==> src/rtl/mbox_pkg.sv <==
package mbox_pkg;

   localparam int RC_W = 16;

   localparam logic [RC_W-1:0] RC_OK       = 16'h0000;
   localparam logic [RC_W-1:0] RC_UNSUP    = 16'h0003;
   localparam logic [RC_W-1:0] RC_INTERNAL = 16'h0004;
   localparam logic [RC_W-1:0] RC_BAD_LEN  = 16'h0016;

   localparam int OP_COUNT = 13;
   localparam int LEN_FREE = -1;

   localparam logic [15:0] OP_CODES [OP_COUNT] = '{
      16'h0100, 16'h0101, 16'h0102, 16'h0103, 16'h0200,
      16'h0300, 16'h0301, 16'h0400, 16'h0401, 16'h4000,
      16'h4100, 16'h4102, 16'h4103
   };

   localparam int OP_INLEN [OP_COUNT] = '{
      1, LEN_FREE, 0, 4, 0,
      0, 8, 0, 24, 0,
      0, 8, LEN_FREE
   };

   typedef enum logic [2:0] {
      S_IDLE   = 3'd0,
      S_DECODE = 3'd1,
      S_LAUNCH = 3'd2,
      S_WAIT   = 3'd3,
      S_WRITE  = 3'd4,
      S_RING   = 3'd5
   } seq_state_e;

endpackage

==> src/rtl/mbox_cmd_table.sv <==
module mbox_cmd_table
   import mbox_pkg::*;
#(
   parameter int LEN_W = 16
) (
   input  logic [15:0]      opcode,
   input  logic [LEN_W-1:0] in_len,
   output logic             hit,
   output logic             len_ok
);

   logic [OP_COUNT-1:0] hit_v;
   logic [OP_COUNT-1:0] ok_v;

   for (genvar i = 0; i < OP_COUNT; i++) begin : g_entry
      assign hit_v[i] = (opcode == OP_CODES[i]);
      if (OP_INLEN[i] < 0) begin : g_free
         assign ok_v[i] = hit_v[i];
      end else begin : g_fixed
         assign ok_v[i] = hit_v[i] && (in_len == LEN_W'(OP_INLEN[i]));
      end
   end

   assign hit    = |hit_v;
   assign len_ok = |ok_v;

endmodule

==> src/rtl/mbox_regs.sv <==
module mbox_regs
   import mbox_pkg::*;
#(
   parameter int LEN_W = 16,
   parameter int STS_W = 32,
   localparam int CMD_W = LEN_W + 16
) (
   input  logic             clk,
   input  logic             rst_n,
   input  logic             host_wr,
   input  logic [CMD_W-1:0] host_wdata,
   input  logic             lock,
   input  logic             wb_en,
   input  logic [RC_W-1:0]  wb_rc,
   input  logic [LEN_W-1:0] wb_len,
   output logic [CMD_W-1:0] cmd_reg,
   output logic [STS_W-1:0] sts_reg
);

   always_ff @(posedge clk) begin
      if (!rst_n) begin
         cmd_reg <= '0;
         sts_reg <= '0;
      end else if (wb_en) begin
         cmd_reg <= {wb_len, 16'h0000};
         sts_reg <= STS_W'(wb_rc);
      end else if (host_wr && !lock) begin
         cmd_reg <= host_wdata;
      end
   end

   // host writes cannot disturb an owned command
   p_cmd_locked_r2: assert property (@(posedge clk) disable iff (!rst_n)
      (lock && !wb_en) |=> $stable(cmd_reg));

   // writeback clears opcode fields and upper status bits
   p_wb_fields_r8: assert property (@(posedge clk) disable iff (!rst_n)
      wb_en |=> (cmd_reg[15:0] == 16'h0000 && sts_reg[STS_W-1:RC_W] == '0));

endmodule

==> src/rtl/mbox_seq.sv <==
module mbox_seq
   import mbox_pkg::*;
#(
   parameter int LEN_W         = 16,
   parameter int PAYLOAD_BYTES = 256
) (
   input  logic             clk,
   input  logic             rst_n,
   input  logic             db_req,
   input  logic [LEN_W-1:0] in_len,
   input  logic             hit,
   input  logic             len_ok,
   input  logic             hnd_done,
   input  logic [RC_W-1:0]  hnd_rc,
   input  logic [LEN_W-1:0] hnd_out_len,
   output logic             doorbell,
   output logic             hnd_start,
   output logic             wb_en,
   output logic [RC_W-1:0]  wb_rc,
   output logic [LEN_W-1:0] wb_len
);

   localparam logic [LEN_W-1:0] LEN_LIMIT = LEN_W'(PAYLOAD_BYTES);

   seq_state_e       state;
   logic [RC_W-1:0]  res_rc;
   logic [LEN_W-1:0] res_len;

   always_ff @(posedge clk) begin
      if (!rst_n) begin
         state    <= S_IDLE;
         doorbell <= 1'b0;
         res_rc   <= '0;
         res_len  <= '0;
      end else begin
         unique case (state)
            S_IDLE: begin
               if (db_req) begin
                  doorbell <= 1'b1;
                  state    <= S_DECODE;
               end
            end
            S_DECODE: begin
               if (!hit) begin
                  res_rc  <= RC_UNSUP;
                  res_len <= in_len;
                  state   <= S_WRITE;
               end else if (!len_ok) begin
                  res_rc  <= RC_BAD_LEN;
                  res_len <= in_len;
                  state   <= S_WRITE;
               end else begin
                  state   <= S_LAUNCH;
               end
            end
            S_LAUNCH: state <= S_WAIT;
            S_WAIT: begin
               if (hnd_done) begin
                  if (hnd_out_len > LEN_LIMIT) begin
                     res_rc  <= RC_INTERNAL;
                     res_len <= '0;
                  end else begin
                     res_rc  <= hnd_rc;
                     res_len <= hnd_out_len;
                  end
                  state <= S_WRITE;
               end
            end
            S_WRITE: state <= S_RING;
            S_RING: begin
               doorbell <= 1'b0;
               state    <= S_IDLE;
            end
            default: state <= S_IDLE;
         endcase
      end
   end

   assign hnd_start = (state == S_LAUNCH);
   assign wb_en     = (state == S_WRITE);
   assign wb_rc     = res_rc;
   assign wb_len    = res_len;

   // start is a single-cycle pulse
   p_start_single_r5: assert property (@(posedge clk) disable iff (!rst_n)
      hnd_start |=> !hnd_start);

   // a handler is only started for a command the block owns
   p_start_owned_r5: assert property (@(posedge clk) disable iff (!rst_n)
      hnd_start |-> doorbell);

   // doorbell drops one cycle after the register writeback
   p_bell_after_wb_r9: assert property (@(posedge clk) disable iff (!rst_n)
      $fell(doorbell) |-> $past(wb_en, 2));

   // doorbell set only from a request
   p_bell_from_req_r2: assert property (@(posedge clk) disable iff (!rst_n)
      $rose(doorbell) |-> $past(db_req));

endmodule

==> src/rtl/mbox_dispatch.sv <==
module mbox_dispatch
   import mbox_pkg::*;
#(
   parameter int LEN_W         = 16,
   parameter int STS_W         = 32,
   parameter int PAYLOAD_BYTES = 256,
   localparam int CMD_W = LEN_W + 16
) (
   input  logic             clk,
   input  logic             rst_n,
   input  logic             cmd_wr,
   input  logic [CMD_W-1:0] cmd_wdata,
   input  logic             db_req,
   output logic [CMD_W-1:0] cmd_reg,
   output logic [STS_W-1:0] sts_reg,
   output logic             doorbell,
   output logic             hnd_start,
   output logic [15:0]      hnd_opcode,
   output logic [LEN_W-1:0] hnd_in_len,
   input  logic             hnd_done,
   input  logic [RC_W-1:0]  hnd_rc,
   input  logic [LEN_W-1:0] hnd_out_len
);

   if (LEN_W < 8 || LEN_W > 24) begin : g_bad_len_w
      $error("LEN_W out of supported range");
   end
   if (STS_W <= RC_W) begin : g_bad_sts_w
      $error("STS_W must exceed the return code width");
   end
   if (PAYLOAD_BYTES < 1 || PAYLOAD_BYTES >= (1 << LEN_W)) begin : g_bad_payload
      $error("PAYLOAD_BYTES must fit in the length field");
   end

   logic             hit;
   logic             len_ok;
   logic             wb_en;
   logic [RC_W-1:0]  wb_rc;
   logic [LEN_W-1:0] wb_len;

   assign hnd_opcode = {cmd_reg[7:0], cmd_reg[15:8]};
   assign hnd_in_len = cmd_reg[CMD_W-1:16];

   mbox_cmd_table #(.LEN_W(LEN_W)) u_table (
      .opcode (hnd_opcode),
      .in_len (hnd_in_len),
      .hit    (hit),
      .len_ok (len_ok)
   );

   mbox_seq #(.LEN_W(LEN_W), .PAYLOAD_BYTES(PAYLOAD_BYTES)) u_seq (
      .clk         (clk),
      .rst_n       (rst_n),
      .db_req      (db_req),
      .in_len      (hnd_in_len),
      .hit         (hit),
      .len_ok      (len_ok),
      .hnd_done    (hnd_done),
      .hnd_rc      (hnd_rc),
      .hnd_out_len (hnd_out_len),
      .doorbell    (doorbell),
      .hnd_start   (hnd_start),
      .wb_en       (wb_en),
      .wb_rc       (wb_rc),
      .wb_len      (wb_len)
   );

   mbox_regs #(.LEN_W(LEN_W), .STS_W(STS_W)) u_regs (
      .clk        (clk),
      .rst_n      (rst_n),
      .host_wr    (cmd_wr),
      .host_wdata (cmd_wdata),
      .lock       (doorbell),
      .wb_en      (wb_en),
      .wb_rc      (wb_rc),
      .wb_len     (wb_len),
      .cmd_reg    (cmd_reg),
      .sts_reg    (sts_reg)
   );

   // a rejected opcode never reaches the handler
   p_unsup_no_start_r3: assert property (@(posedge clk) disable iff (!rst_n)
      hnd_start |-> hit);

endmodule

==> config.mk <==
export PLATFORM = sky130hd
export DESIGN_NAME = mbox_dispatch
export DESIGN_NICKNAME = d
export VERILOG_FILES = /design/src/rtl/mbox_pkg.sv /design/src/rtl/mbox_cmd_table.sv /design/src/rtl/mbox_regs.sv /design/src/rtl/mbox_seq.sv /design/src/rtl/mbox_dispatch.sv
export SDC_FILE = /design/constraint.sdc
export NUM_CORES = 1
export LEC_CHECK = 0
export ABC_AREA = 1
export BUFFER_PORTS_ARGS = -buffer_cell sky130_fd_sc_hd__buf_2
export CORE_MARGIN = 4
export CORE_UTILIZATION = 50
export CTS_BUF_LIST = sky130_fd_sc_hd__clkbuf_4 sky130_fd_sc_hd__clkbuf_8 sky130_fd_sc_hd__clkbuf_16
export CTS_CLUSTER_DIAMETER = 50
export DETAILED_ROUTE_END_ITERATION = 10
export PLACE_DENSITY = 0.78
export RECOVER_POWER = 100
export SYNTH_ARGS = -nofsm -noshare
export SYNTH_HDL_FRONTEND = slang
export SYNTH_SLANG_ARGS = --single-unit
==> constraint.sdc <==
create_clock -name clk -period 2.15 [get_ports clk]
set_clock_uncertainty 0.05 [all_clocks]
set_input_delay 0.43 -clock clk [delete_from_list [all_inputs] [get_ports clk]]
set_output_delay 0.43 -clock clk [all_outputs]
set_load 0.01 [all_outputs]
== Word level (Yosys, flattened, before mapping) ==
Index checks and enable logic that the tools add are counted.

* Flip-flop bits (word level): 84
* Bits of input ports: 69

* Eq/ne operators: 25
* Bitwise logic cells: 1
* $lt $le $gt $ge: 1
* Mux-type cells: 19
* Reduce and logical (&&, ||, !) cells: 24

{| class="wikitable"
|+ Operators with widths
! operator !! count
|-
| $mux W16 || 8
|-
| $eq A16 B15 Y1 const B || 4
|-
| $eq A16 B9 Y1 const B || 4
|-
| $mux W32 || 2
|-
| $pmux W16 S2 || 2
|-
| $eq A16 B10 Y1 const B || 3
|-
| $eq A16 B11 Y1 const B || 2
|-
| $reduce_or A13 Y1 || 2
|-
| $eq A16 B1 Y1 const B || 1
|-
| $eq A16 B3 Y1 const B || 1
|-
| $eq A16 B4 Y1 const B || 1
|-
| $eq A16 B5 Y1 const B || 1
|-
| $gt A16 B9 Y1 const B || 1
|-
| $logic_not A16 Y1 || 1
|-
| $pmux W3 S5 || 1
|-
| $logic_and A1 B1 Y1 || 12
|-
| $mux W3 || 4
|-
| $eq A3 B2 Y1 const B || 2
|-
| $eq A3 B3 Y1 const B || 2
|-
| $reduce_bool A2 Y1 || 3
|-
| $ne A2 B2 Y1 const B || 2
|-
| $reduce_and A2 Y1 || 2
|-
| $eq A3 B1 Y1 const B || 1
|-
| $logic_not A3 Y1 || 1
|-
| 7 further kinds || 7
|}

== Logic depth before layout (Yosys ltp) ==
Gate-level depths: netlist of run 1.

* Word-level depth: 6
* Mapped depth: 16
* Gate-level depth less buffers: 15

== Cells and area by module ==
Synthesis of run 1 repeated with hierarchy kept, for this count alone.

* Cell total of the unflattened synthesis: 693
* Area, all modules: 4555.6 µm²

{| class="wikitable"
|+ By module, submodules not included
! module !! cells an instance !! instances !! seq. area each (µm²) !! area an instance (µm²)
|-
| mbox_regs || 314 || 1 || 960.9 || 2144.6
|-
| mbox_seq || 207 || 1 || 720.7 || 1587.8
|-
| mbox_cmd_table || 140 || 1 || 0.0 || 583.1
|-
| mbox_dispatch || 32 || 1 || 0.0 || 240.2
|}

== Least setup slack after synthesis of run 1 ==
OpenSTA, ideal clock, no wires.

* Path type: reg2reg
* From: register u_regs.cmd_reg[1]
* To: register u_seq.res_len[1], in the netlist u_seq.wb_len[1]
* Setup time: 0.113 ns
* Clock period less this slack: 1.905 ns
* Buffers on the path: 1
* Setup slack: 0.245 ns
* Arrival time: 1.742 ns
* Cell stages (with the launch flop): 14
* Path through: dfxtp_1 > nor2_1 > nand2_2 > nor2_4 > and2_4 > nor2_1 > nand2_1 > nor2_4 > nand2_2 > nand2_4 > nand3_4 > buf_4 > nor2_1 > nor2_1

* Cells in the longest elaborated chain, start to end: 5

{| class="wikitable"
|+ Ends and longest elaborated chain
! element !! RTL line !! source
|-
| from (decl) || mbox_regs.sv:16 || <nowiki>output logic [CMD_W-1:0] cmd_reg,</nowiki>
|-
| from (signal assigned) || mbox_regs.sv:25 || <nowiki>cmd_reg <= {wb_len, 16'h0000};</nowiki>
|-
| from (signal assigned) || mbox_regs.sv:28 || <nowiki>cmd_reg <= host_wdata;</nowiki>
|-
| $eq A16 B9 Y1, or another cell as far along || mbox_cmd_table.sv:16 || <nowiki>assign hit_v[i] = (opcode == OP_CODES[i]);</nowiki>
|-
| $logic_and A1 B1 Y1 || mbox_cmd_table.sv:20 || <nowiki>assign ok_v[i] = hit_v[i] && (in_len == LEN_W'(OP_INLEN[i]));</nowiki>
|-
| $reduce_or A13 Y1 || mbox_cmd_table.sv:25 || <nowiki>assign len_ok = |ok_v;</nowiki>
|-
| $ne A3 B3 Y1 (no source line) || n/a ||
|-
| $reduce_and A3 Y1 (no source line) || n/a ||
|-
| to (signal assigned) || mbox_seq.sv:46 || <nowiki>res_len <= in_len;</nowiki>
|-
| to (signal assigned) || mbox_seq.sv:50 || <nowiki>res_len <= in_len;</nowiki>
|-
| to (signal assigned) || mbox_seq.sv:64 || <nowiki>res_len <= hnd_out_len;</nowiki>
|-
| to (decl) || mbox_seq.sv:27 || <nowiki>logic [LEN_W-1:0] res_len;</nowiki>
|}

Parallel ways exist; a longest one is shown, timed or not.
A chain may end at the register's enable or synchronous reset.

== Worst setup path after layout of run 1 ==
* From: register u_regs.cmd_reg[6]
* To: register u_seq.res_len[2], in the netlist u_seq.wb_len[2]

Same word-level chain as after synthesis.

==> summary.txt, run 1 <==
Global route
  – Largest net degree at the start of global routing: 38
  – GRT Total Usage: 22.5%
  – Vias in the first global route: 4,263
  – Number of antenna violations at the first check in global routing: 0
  – First-pass GRT wire length: 19,300 µm
  – GRT overflow: 0

Synthesis
  – Cell Area, Synth: 4500 µm²
  – Number of distinct library cell variants in the gate-level netlist after synthesis: 31
  – Sequential share of the synthesized area: 37.4%
  – Cells after synthesis: 684
  – Per-instance average area after synthesis: 6.58 µm²
  – Number of register bits inferred by synthesis: 84
  – Synth Warn #: 0

Routing
  – Iter 0 DRT Violations: 203
  – Antenna-violating nets left: 0
  – Post-detailed-route DRC marker count: 0
  – Total Routed Length: 11,900 µm
  – Via count: 4,551
  – Average wire length per cell after detail routing: 12.9 µm
  – Count of TritonRoute iterations in the first routing pass: 5
  – Avg Vias per Cell: 4.94

Clocking
  – Number of H-tree branching levels: 3
  – Number of buffers on the longest clock path: 2
  – Buffer cell driving the clock tree root: clkbuf_8
  – CTS sink cnt: 84
  – Clock-pin slew on the worst setup and hold paths: 0.09 ns
  – TritonCTS clock tree: yes
  – Latest clock arrival within the worst-skew pair: 0.36 ns
  – Cts bufs inserted: 9

Finish
  – Share of final-layout standard cells stronger than drive strength 1: 21.9%
  – Core utilization of the finished layout: 61.1%
  – Most common cell after layout, fill and taps aside: nand2_1
  – Max reg flops: 32
  – Growth of design area from synthesis to finish: 18.3%
  – Antenna diodes: 0
  – Filler cells: 852
  – Final nets: 877
  – Most used cells in the layout excluding fill and tap cells: 179 x nand2_1, 93 x nor2_1, 93 x buf_2

Pwr
  – Power Total: 3950 µW
  – Static Leak: 0.00253 µW
  – Total power per unit cell area: 741 nW/µm²
  – VDD IR-drop max: 0.441 mV

Min path
  – Classification of the worst-slack hold path: input pin to flip-flop
  – Worst hold stages: 3
  – WHS Endpoint: u_regs.cmd_reg[10]$_SDFFE_PP0P_
  – Hold path startpoint: cmd_wdata[10]

STA
  – Setup violators final: 0
  – Max-slew violation count: 0
  – Total count of hold-check failures in the final report: 0
  – Crit path time final: 1.96 ns
  – Worst-margin pin slew: 0.687 ns
  – Final worst path period share: 91.3%
  – Maximum clock rate: 510 MHz
  – Slew HR: 54.2%
  – Post-Route Hold Slack: 0.265 ns

Place
  – Placed wire-length estimate after detailed placement: 8800 µm
  – Final estimated routing congestion in global placement: 0.858
  – Number of buffers added on ports: 150

Critical path
  – Crit path kind: flip-flop to flip-flop
  – CP max stage delay: 0.39 ns
  – Arr. time, crit path: 2.17 ns
  – Capturing element type of the critical path: flip-flop
  – Destination of the worst register-to-register timing path: u_seq.wb_len[2]$_SDFFE_PN0P_
  – CP dominant cell by count: nor2_1
  – Critical path required time: 2.36 ns
  – R2r worst-path depth: 14
  – Cell breakdown of the critical path: nor2_1 -> nand2_2 -> nor2_4 -> nand2_1 -> nor2_1 -> nor2_1 -> nand2_1 -> nor2_4 -> nand2_2 -> nand2_4 -> nand3_4 -> clkbuf_16 -> nor2_1 -> nor2_1
  – Startpoint class of the critical path: flip-flop
  – Reg2reg setup slack: 0.19 ns
  – Reg2Reg Launch Point: u_regs.cmd_reg[6]$_SDFFE_PP0P_
  – Cell with the largest stage delay on the worst path: dfxtp_1
  – Highest fanout seen on the critical path: 17

Floorplanning
  – X dimension of the die: 103 µm
  – Die area: 10,600 µm²
  – Core footprint: 8720 µm²
  – Number of rows created at floorplan: 34
  – Height of the chip: 103 µm
  – Total I/O pin count: 167
  – Initial standard-cell utilization of the core: 51.6%

Job
  – Maxcap violations: 0

Status
  – Run status: complete, no violations
[final cells by class]
cell class                      instances  area, µm²  share of cell area [%]
Clock buffer                            9        124                    2.33
Sequential cell                        84       1700                    31.9
Clock inverter                          7       68.8                    1.29
Timing Repair Buffer                  177        897                    16.8
Inverter                               71        267                    5.00
Tap cell                              108        135                    2.54
Multi-Input combinational cell        465       2140                    40.1
[power by group]
part	total [µW]	internal, µW	switching (µW)
combinational	1020	375	643
sequential	1810	1710	99.0
clock	1120	450	668
[how the worst max path moves through the flow]
stage,to,cells past startpoint,from
floorplan,u_seq.wb_len[1]$_SDFFE_PN0P_,13,u_regs.cmd_reg[1]$_SDFFE_PP0P_
global placement,u_seq.wb_len[8]$_SDFFE_PN0P_,15,u_regs.cmd_reg[4]$_SDFFE_PP0P_
detailed placement,u_seq.wb_rc[1]$_SDFFE_PN0P_,15,u_regs.cmd_reg[4]$_SDFFE_PP0P_
CTS,u_seq.wb_len[13]$_SDFFE_PN0P_,14,u_regs.cmd_reg[4]$_SDFFE_PP0P_
global route,u_seq.wb_len[13]$_SDFFE_PN0P_,14,u_regs.cmd_reg[5]$_SDFFE_PP0P_
finish,u_seq.wb_len[2]$_SDFFE_PN0P_,14,u_regs.cmd_reg[6]$_SDFFE_PP0P_
[Yosys cell counts (all sizes together)]
cell / number / area, µm²
o21ai: 39 / 195
a21oi: 47 / 235
a31oi: 11 / 68.8
a22oi: 1 / 7.51
nand3: 13 / 77.6
inv: 70 / 263
a22o: 3 / 26.3
and2: 1 / 8.76
clkinv: 1 / 3.75
conb: 1 / 3.75
nand3b: 2 / 15.0
nand4: 24 / 150
nand2: 188 / 726
nor2: 108 / 448
nor4: 1 / 6.26
clkbuf: 21 / 78.8
nor3: 5 / 30.0
a211oi: 5 / 37.5
dfxtp: 84 / 1680
o31ai: 1 / 7.51
buf: 58 / 430
[logic make-up after synthesis]
logic type             count (synthesis)  synth area share, %
flip-flops                            84                 37.4
buffers and inverters                150                 17.2
AND/OR/NAND/NOR                      342                 32.5
other                                  1               0.0833
AO/OA/AOI/OAI                        107                 12.8
[worst max-delay path: cells and delay by family (launching register included)]
kind / cells / cell delay, ns
AND/OR/NAND/NOR: 13 / 1.22
buffers and inverters: 1 / 0.21
flip-flops: 1 / 0.39
[metrics by stage]
stage	setup TNS [ns]	area (µm²)	setup WS, ns	cells
final	0	5330	0.188	921
after global routing	-0.00260	5330	-0.00260	921
after CTS	0	5340	0.107	919
after detailed placement	0	5150	0.129	903
after global placement	0	5150	0.157	903
after floorplan	0	4560	0.245	699
[timing repair]
action | CTS | global route
setup endpoints to repair | 0 | 34
resized for setup | 0 | 27
setup buffers | 0 | 1
hold buffers | 0 | 0
[metal layers]
metal	track usage, %	routed length (µm)	up-vias
li1	-	-	2346
met4	7.77	138	0
met1	29.4	5140	2027
met3	3.59	953	11
met2	37.8	5700	167
met5	0	0	-
(Power assumes the default switching activity.)
==> inputs of run 2 (changes only) <==
HOLD_SLACK_MARGIN = 0.03   (was not set)
PLACE_DENSITY = 0.79   (was 0.78)
==> summary.txt, run 2 (same netlist as run 1, synthesis figures left out) <==
Status
  – Run status: complete, no violations

Pwr
  – Static Leak: 0.00254 µW
  – Total power per unit cell area: 757 nW/µm²
  – VDD IR-drop max: 0.501 mV
  – Combinational power share: 24.8%
  – Power Total: 4030 µW
  – Reported net switching power: 1340 µW
  – Share of total power in the clock network: 30.3%
  – Switching share of total power: 33.2%
  – Sequential Power Share: 44.9%
  – Total internal power: 2690 µW

Routing
  – Antenna-violating nets left: 0
  – Avg Vias per Cell: 4.97
  – Count of TritonRoute iterations in the first routing pass: 5
  – Post-detailed-route DRC marker count: 0
  – Via count: 4,584
  – Iter 0 DRT Violations: 206
  – Total Routed Length: 11,900 µm
  – Average wire length per cell after detail routing: 12.9 µm

STA
  – Total Negative Setup Slacks: 0 ns
  – Crit path time final: 1.97 ns
  – Worst-margin pin slew: 0.668 ns
  – Maximum clock rate: 507 MHz
  – Setup violators final: 0
  – Total count of hold-check failures in the final report: 0
  – Final worst path period share: 91.7%
  – Setup repair after global routing missed its margin: no
  – Slew HR: 55.5%
  – Max-slew violation count: 0

Clocking
  – Latest clock arrival within the worst-skew pair: 0.36 ns
  – TritonCTS clock tree: yes
  – Buffer cell driving the clock tree root: clkbuf_8
  – Clock-pin slew on the worst setup and hold paths: 0.09 ns
  – Number of buffers on the longest clock path: 2
  – CTS sink cnt: 84
  – Cts bufs inserted: 9
  – Number of H-tree branching levels: 3

Critical path
  – Cell breakdown of the critical path: nor2_2 -> nand2_1 -> nor2_4 -> nand2_1 -> nor2_1 -> nor2_1 -> nand2_1 -> nor2_4 -> nand2_2 -> nand2_4 -> nand3_4 -> buf_12 -> nand2_1 -> nand2_1 -> nor2_1
  – Reg2reg setup slack: 0.18 ns
  – CP max stage delay: 0.34 ns
  – Cell with the largest stage delay on the worst path: dfxtp_1
  – Capturing element type of the critical path: flip-flop
  – Highest fanout seen on the critical path: 17
  – Crit path kind: flip-flop to flip-flop
  – CP dominant cell by count: nand2_1
  – Arr. time, crit path: 2.18 ns
  – Startpoint class of the critical path: flip-flop
  – Critical path required time: 2.36 ns

Floorplanning
  – Total I/O pin count: 167
  – Height of the chip: 103 µm
  – Die area: 10,600 µm²
  – Number of rows created at floorplan: 34
  – Initial standard-cell utilization of the core: 51.6%
  – Core footprint: 8720 µm²
  – X dimension of the die: 103 µm

Global route
  – Largest net degree at the start of global routing: 38
  – GRT Total Usage: 22.4%
  – First-pass GRT wire length: 18,900 µm
  – Number of antenna violations at the first check in global routing: 0
  – GRT overflow: 0
  – Vias in the first global route: 4,092

Finish
  – Antenna diodes: 0
  – Max reg flops: 32
  – Final nets: 878
  – Growth of design area from synthesis to finish: 18.3%
  – Share of final-layout standard cells stronger than drive strength 1: 21.1%
  – Most used cells in the layout excluding fill and tap cells: 180 x nand2_1, 96 x nor2_1, 94 x buf_2
  – Most common cell after layout, fill and taps aside: nand2_1

Job
  – Maxcap violations: 0

Min path
  – Classification of the worst-slack hold path: input pin to flip-flop

Place
  – Placed wire-length estimate after detailed placement: 8810 µm
  – Number of buffers added on ports: 150
  – Final estimated routing congestion in global placement: 0.969
[run 2: through the flow]
stage	area [µm²]	hold slack, ns	utilization (%)	worst slack (ns)	cells
3_3_place_gp	5150	0.396	59.1	0.0896	903
4_1_cts	5370	0.256	61.6	0.0259	919
3_5_place_dp	5150	0.394	59.1	0.0482	903
5_1_grt	5320	0.258	61.0	0.000507	922
6_report	5320	0.261	61.0	0.179	922
2_1_floorplan	4560	0.380	-	0.245	699
[run 2: per-layer routing]
metal	up-vias	wire length [µm]	track usage (%)
met5	-	0	0
met4	0	227	7.77
met3	21	1070	4.87
met2	184	5540	37.3
met1	2030	5080	28.8
li1	2349	-	-
[run 2: area by class of cell]
class / count / area, µm²
Multi-Input combinational cell: 465 / 2130
Clock inverter: 5 / 67.6
Inverter: 71 / 267
Clock buffer: 11 / 151
Fill cell: 862 / 3400
Tap cell: 108 / 135
Sequential cell: 84 / 1700
Timing Repair Buffer: 178 / 877
[run 2: final timing paths]
path / from / to / cells after the start
worst min-delay path: cmd_wdata[3] / u_regs.cmd_reg[3]$_SDFFE_PP0P_ / 3
worst min register to register: u_seq.wb_rc[11]$_SDFFE_PN0P_ / u_regs.sts_reg[11]$_SDFFE_PN0P_ / 2
worst max register to register: u_regs.cmd_reg[10]$_SDFFE_PP0P_ / u_seq.wb_len[5]$_SDFFE_PN0P_ / 15
worst max-delay path: u_regs.cmd_reg[10]$_SDFFE_PP0P_ / u_seq.wb_len[5]$_SDFFE_PN0P_ / 15
[run 2: worst max-delay path: cells and delay by family, from the launching register on]
kind                   cells  cell delay, ns
flip-flops                 1            0.34
buffers and inverters      1            0.15
AND/OR/NAND/NOR           14            1.32
[run 2: power groups by stage]
stage	sequential, µW	clock [µW]	combinational, µW
global placement	1830	0	1000
floorplan	1880	0	685
CTS	1800	1250	1030
finish	1810	1220	1000
global route	1830	1320	1130
detailed placement	1840	0	1020
[run 2: repair_timing]
action / in CTS / in global routing
hold buffers: 0 / 0
buffers inserted: 0 / 3
resized for setup: 0 / 21
endpoints found under the setup margin: 0 / 34
==> inputs of run 3 (changes only) <==
--- a/config.mk
+++ b/config.mk
@@ -8,5 +8,5 @@
 export ABC_AREA = 1
 export BUFFER_PORTS_ARGS = -buffer_cell sky130_fd_sc_hd__buf_2
-export CORE_MARGIN = 4
+export CORE_MARGIN = 5
 export CORE_UTILIZATION = 50
 export CTS_BUF_LIST = sky130_fd_sc_hd__clkbuf_4 sky130_fd_sc_hd__clkbuf_8 sky130_fd_sc_hd__clkbuf_16
==> constraint.sdc (replaced) <==
create_clock -name clk -period 2.15 [get_ports clk]
set_clock_uncertainty 0.05 [all_clocks]
set_input_delay 0.215 -clock clk [delete_from_list [all_inputs] [get_ports clk]]
set_output_delay 0.215 -clock clk [all_outputs]
set_load 0.01 [all_outputs]
==> summary.txt, run 3 (same netlist as run 1, synthesis figures left out) <==
Critical path
  – Reg2Reg Launch Point: u_regs.cmd_reg[0]$_SDFFE_PP0P_
  – Cell with the largest stage delay on the worst path: dfxtp_4
  – Reg2reg setup slack: 0.11 ns
  – Critical path required time: 2.39 ns
  – Capturing element type of the critical path: flip-flop
  – Arr. time, crit path: 2.29 ns
  – Cell breakdown of the critical path: inv_2 -> nor2_4 -> nand2_4 -> nor2_4 -> nand2_2 -> nor2_2 -> nor2_1 -> nand2_1 -> nor2_4 -> nand2_2 -> nand2_4 -> nand3_4 -> buf_6 -> nand2_2 -> a21oi_2
  – Highest fanout seen on the critical path: 7
  – Startpoint class of the critical path: flip-flop
  – Sum of buffers and inverters on the critical path: 2
  – Kind of cell adding the most delay to the critical path: simple AND/OR/NAND/NOR gates
  – R2r worst-path depth: 15
  – CP max stage delay: 0.39 ns
  – Crit path kind: flip-flop to flip-flop
  – Destination of the worst register-to-register timing path: u_seq.wb_len[13]$_SDFFE_PN0P_

STA
  – Total count of hold-check failures in the final report: 0
  – Final worst path period share: 95.0%
  – Slew HR: 56.1%
  – Worst-margin pin slew: 0.659 ns
  – Maximum clock rate: 490 MHz
  – Max-slew violation count: 0
  – Total Negative Setup Slacks: 0 ns
  – Post-Route Hold Slack: 0.0359 ns
  – Setup violators final: 0
  – Crit path time final: 2.04 ns

Min path
  – WHS Endpoint: u_regs.cmd_reg[3]$_SDFFE_PP0P_
  – Hold path startpoint: cmd_wdata[3]
  – Worst hold stages: 3
  – Classification of the worst-slack hold path: input pin to flip-flop

Floorplanning
  – Height of the chip: 105 µm
  – Core footprint: 8760 µm²
  – Initial standard-cell utilization of the core: 51.4%
  – X dimension of the die: 105 µm
  – Die area: 11,000 µm²
  – Number of rows created at floorplan: 34
  – Total I/O pin count: 167

Finish
  – Multi-input logic area: 2270 µm²
  – Growth of design area from synthesis to finish: 25.5%
  – Total area of sequential cells: 1720 µm²
  – Antenna diodes: 0
  – Max reg flops: 32
  – Final nets: 897
  – Post-route standard cell area excluding fillers: 5650 µm²
  – Share of final-layout standard cells stronger than drive strength 1: 28.2%
  – Final non-filler cell total: 941
  – Filler cells: 852
  – Most used cells in the layout excluding fill and tap cells: 167 x nand2_1, 100 x buf_2, 80 x nor2_1
  – Most common cell after layout, fill and taps aside: nand2_1

Clocking
  – CTS sink cnt: 84
  – Number of H-tree branching levels: 3
  – Number of buffers on the longest clock path: 2
  – Cts bufs inserted: 9
  – Clock-pin slew on the worst setup and hold paths: 0.10 ns
  – TritonCTS clock tree: yes
  – Latest clock arrival within the worst-skew pair: 0.37 ns
  – Buffer cell driving the clock tree root: clkbuf_8

Global route
  – GRT Total Usage: 22.3%
  – GRT overflow: 0
  – Number of antenna violations at the first check in global routing: 0
  – First-pass GRT wire length: 20,600 µm
  – Largest net degree at the start of global routing: 38
  – Vias in the first global route: 4,432

Place
  – Number of buffers added on ports: 150
  – Final estimated routing congestion in global placement: 0.862
  – Instance area after placement: 5180 µm²
  – Placed Cells incl. Taps: 908
  – Placed wire-length estimate after detailed placement: 9140 µm

Job
  – Maxcap violations: 0

Routing
  – Avg Vias per Cell: 5.06
  – Antenna-violating nets left: 0
  – Post-detailed-route DRC marker count: 0
  – Via count: 4,757
  – Average wire length per cell after detail routing: 13.7 µm
  – Count of TritonRoute iterations in the first routing pass: 5
  – Total Routed Length: 12,900 µm
  – Iter 0 DRT Violations: 283

Status
  – Run status: complete, no violations

Pwr
  – Total power per unit cell area: 751 nW/µm²
  – VDD IR-drop max: 0.405 mV
  – Static Leak: 0.00268 µW
run 3: changes by cell type in the layout (fill, tap and decap cells not counted), sizes merged:
cell,delta
clkbuf,-6
nand3,+1
nor2,+1
buf,+20
inv,+4
clkinvlp,+1
bufinv,+1
clkinv,-4
dlygate4sd3,+1
run 3: repair_timing:
item                                   CTS  global route
endpoints found under the hold margin    0             1
gates resized for setup                  4            73
pin swaps                                0            22
setup endpoints to repair                9            33
hold buffers                             0             1
cloned                                   0             3
setup buffers                            1            12
run 3: worst max path at each step:
| stage | endpoint | slack (ns) | cells past startpoint | startpoint |
|---|---|---|---|---|
| floorplan | u_seq.wb_len[1]$_SDFFE_PN0P_ | 0.25 | 13 | u_regs.cmd_reg[1]$_SDFFE_PP0P_ |
| global placement | u_seq.wb_len[7]$_SDFFE_PN0P_ | 0.07 | 14 | u_regs.cmd_reg[14]$_SDFFE_PP0P_ |
| detailed placement | u_seq.wb_rc[2]$_SDFFE_PN0P_ | 0.002 | 15 | u_regs.cmd_reg[12]$_SDFFE_PP0P_ |
| CTS | u_seq.wb_len[13]$_SDFFE_PN0P_ | 0.003 | 14 | u_regs.cmd_reg[12]$_SDFFE_PP0P_ |
| global route | u_seq.wb_len[6]$_SDFFE_PN0P_ | -0.04 | 14 | u_regs.cmd_reg[6]$_SDFFE_PP0P_ |
| finish | u_seq.wb_len[13]$_SDFFE_PN0P_ | 0.11 | 15 | u_regs.cmd_reg[0]$_SDFFE_PP0P_ |
run 3: final cells by class:
type	count	share of cell area [%]
inverter	71	4.72
tap	108	2.39
multi-input combinational	467	40.2
sequential	84	30.4
clock inverter	7	1.86
timing repair buffer	195	18.2
clock buffer	9	2.19
run 3: metal layers:
| metal | share of wire (%) | track usage (%) | vias up | wire length (µm) |
|---|---|---|---|---|
| met5 | 0 | 0 | - | 0 |
| met4 | 1.8 | 5.57 | 0 | 238 |
| met1 | 42 | 28.0 | 2160 | 5460 |
| met3 | 6.8 | 5.24 | 26 | 873 |
| met2 | 49 | 38.7 | 178 | 6360 |
| li1 | - | - | 2393 | - |
run 3: per-stage QoR:
| step | power [µW] | setup WS, ns | utilization [%] |
|---|---|---|---|
| finish | 4240 | 0.108 | 64.4 |
| global route | 4490 | -0.0355 | 64.4 |
| CTS | 4190 | 0.00278 | 61.9 |
| detailed placement | 2870 | 0.00182 | 59.1 |
| global placement | 2840 | 0.0675 | 59.1 |
| floorplan | 2560 | 0.245 | - |
run 3: worst reg2reg max path, stage by stage, from the launching register on:
cell and delay [ns]:
dfxtp_4 0.39, inv_2 0.06, nor2_4 0.11, nand2_4 0.08, nor2_4 0.18, nand2_2 0.09
nor2_2 0.12, nor2_1 0.06, nand2_1 0.12, nor2_4 0.06, nand2_2 0.08, nand2_4 0.06
nand3_4 0.15, buf_6 0.15, nand2_2 0.07, a21oi_2 0.16
run 3: where the power goes:
part / total [µW] / internal [µW] / switching (µW)
Clock: 1320 / 675 / 646
Combinational: 1110 / 406 / 700
Sequential: 1810 / 1710 / 98.4
Total: 4240 / 2790 / 1440
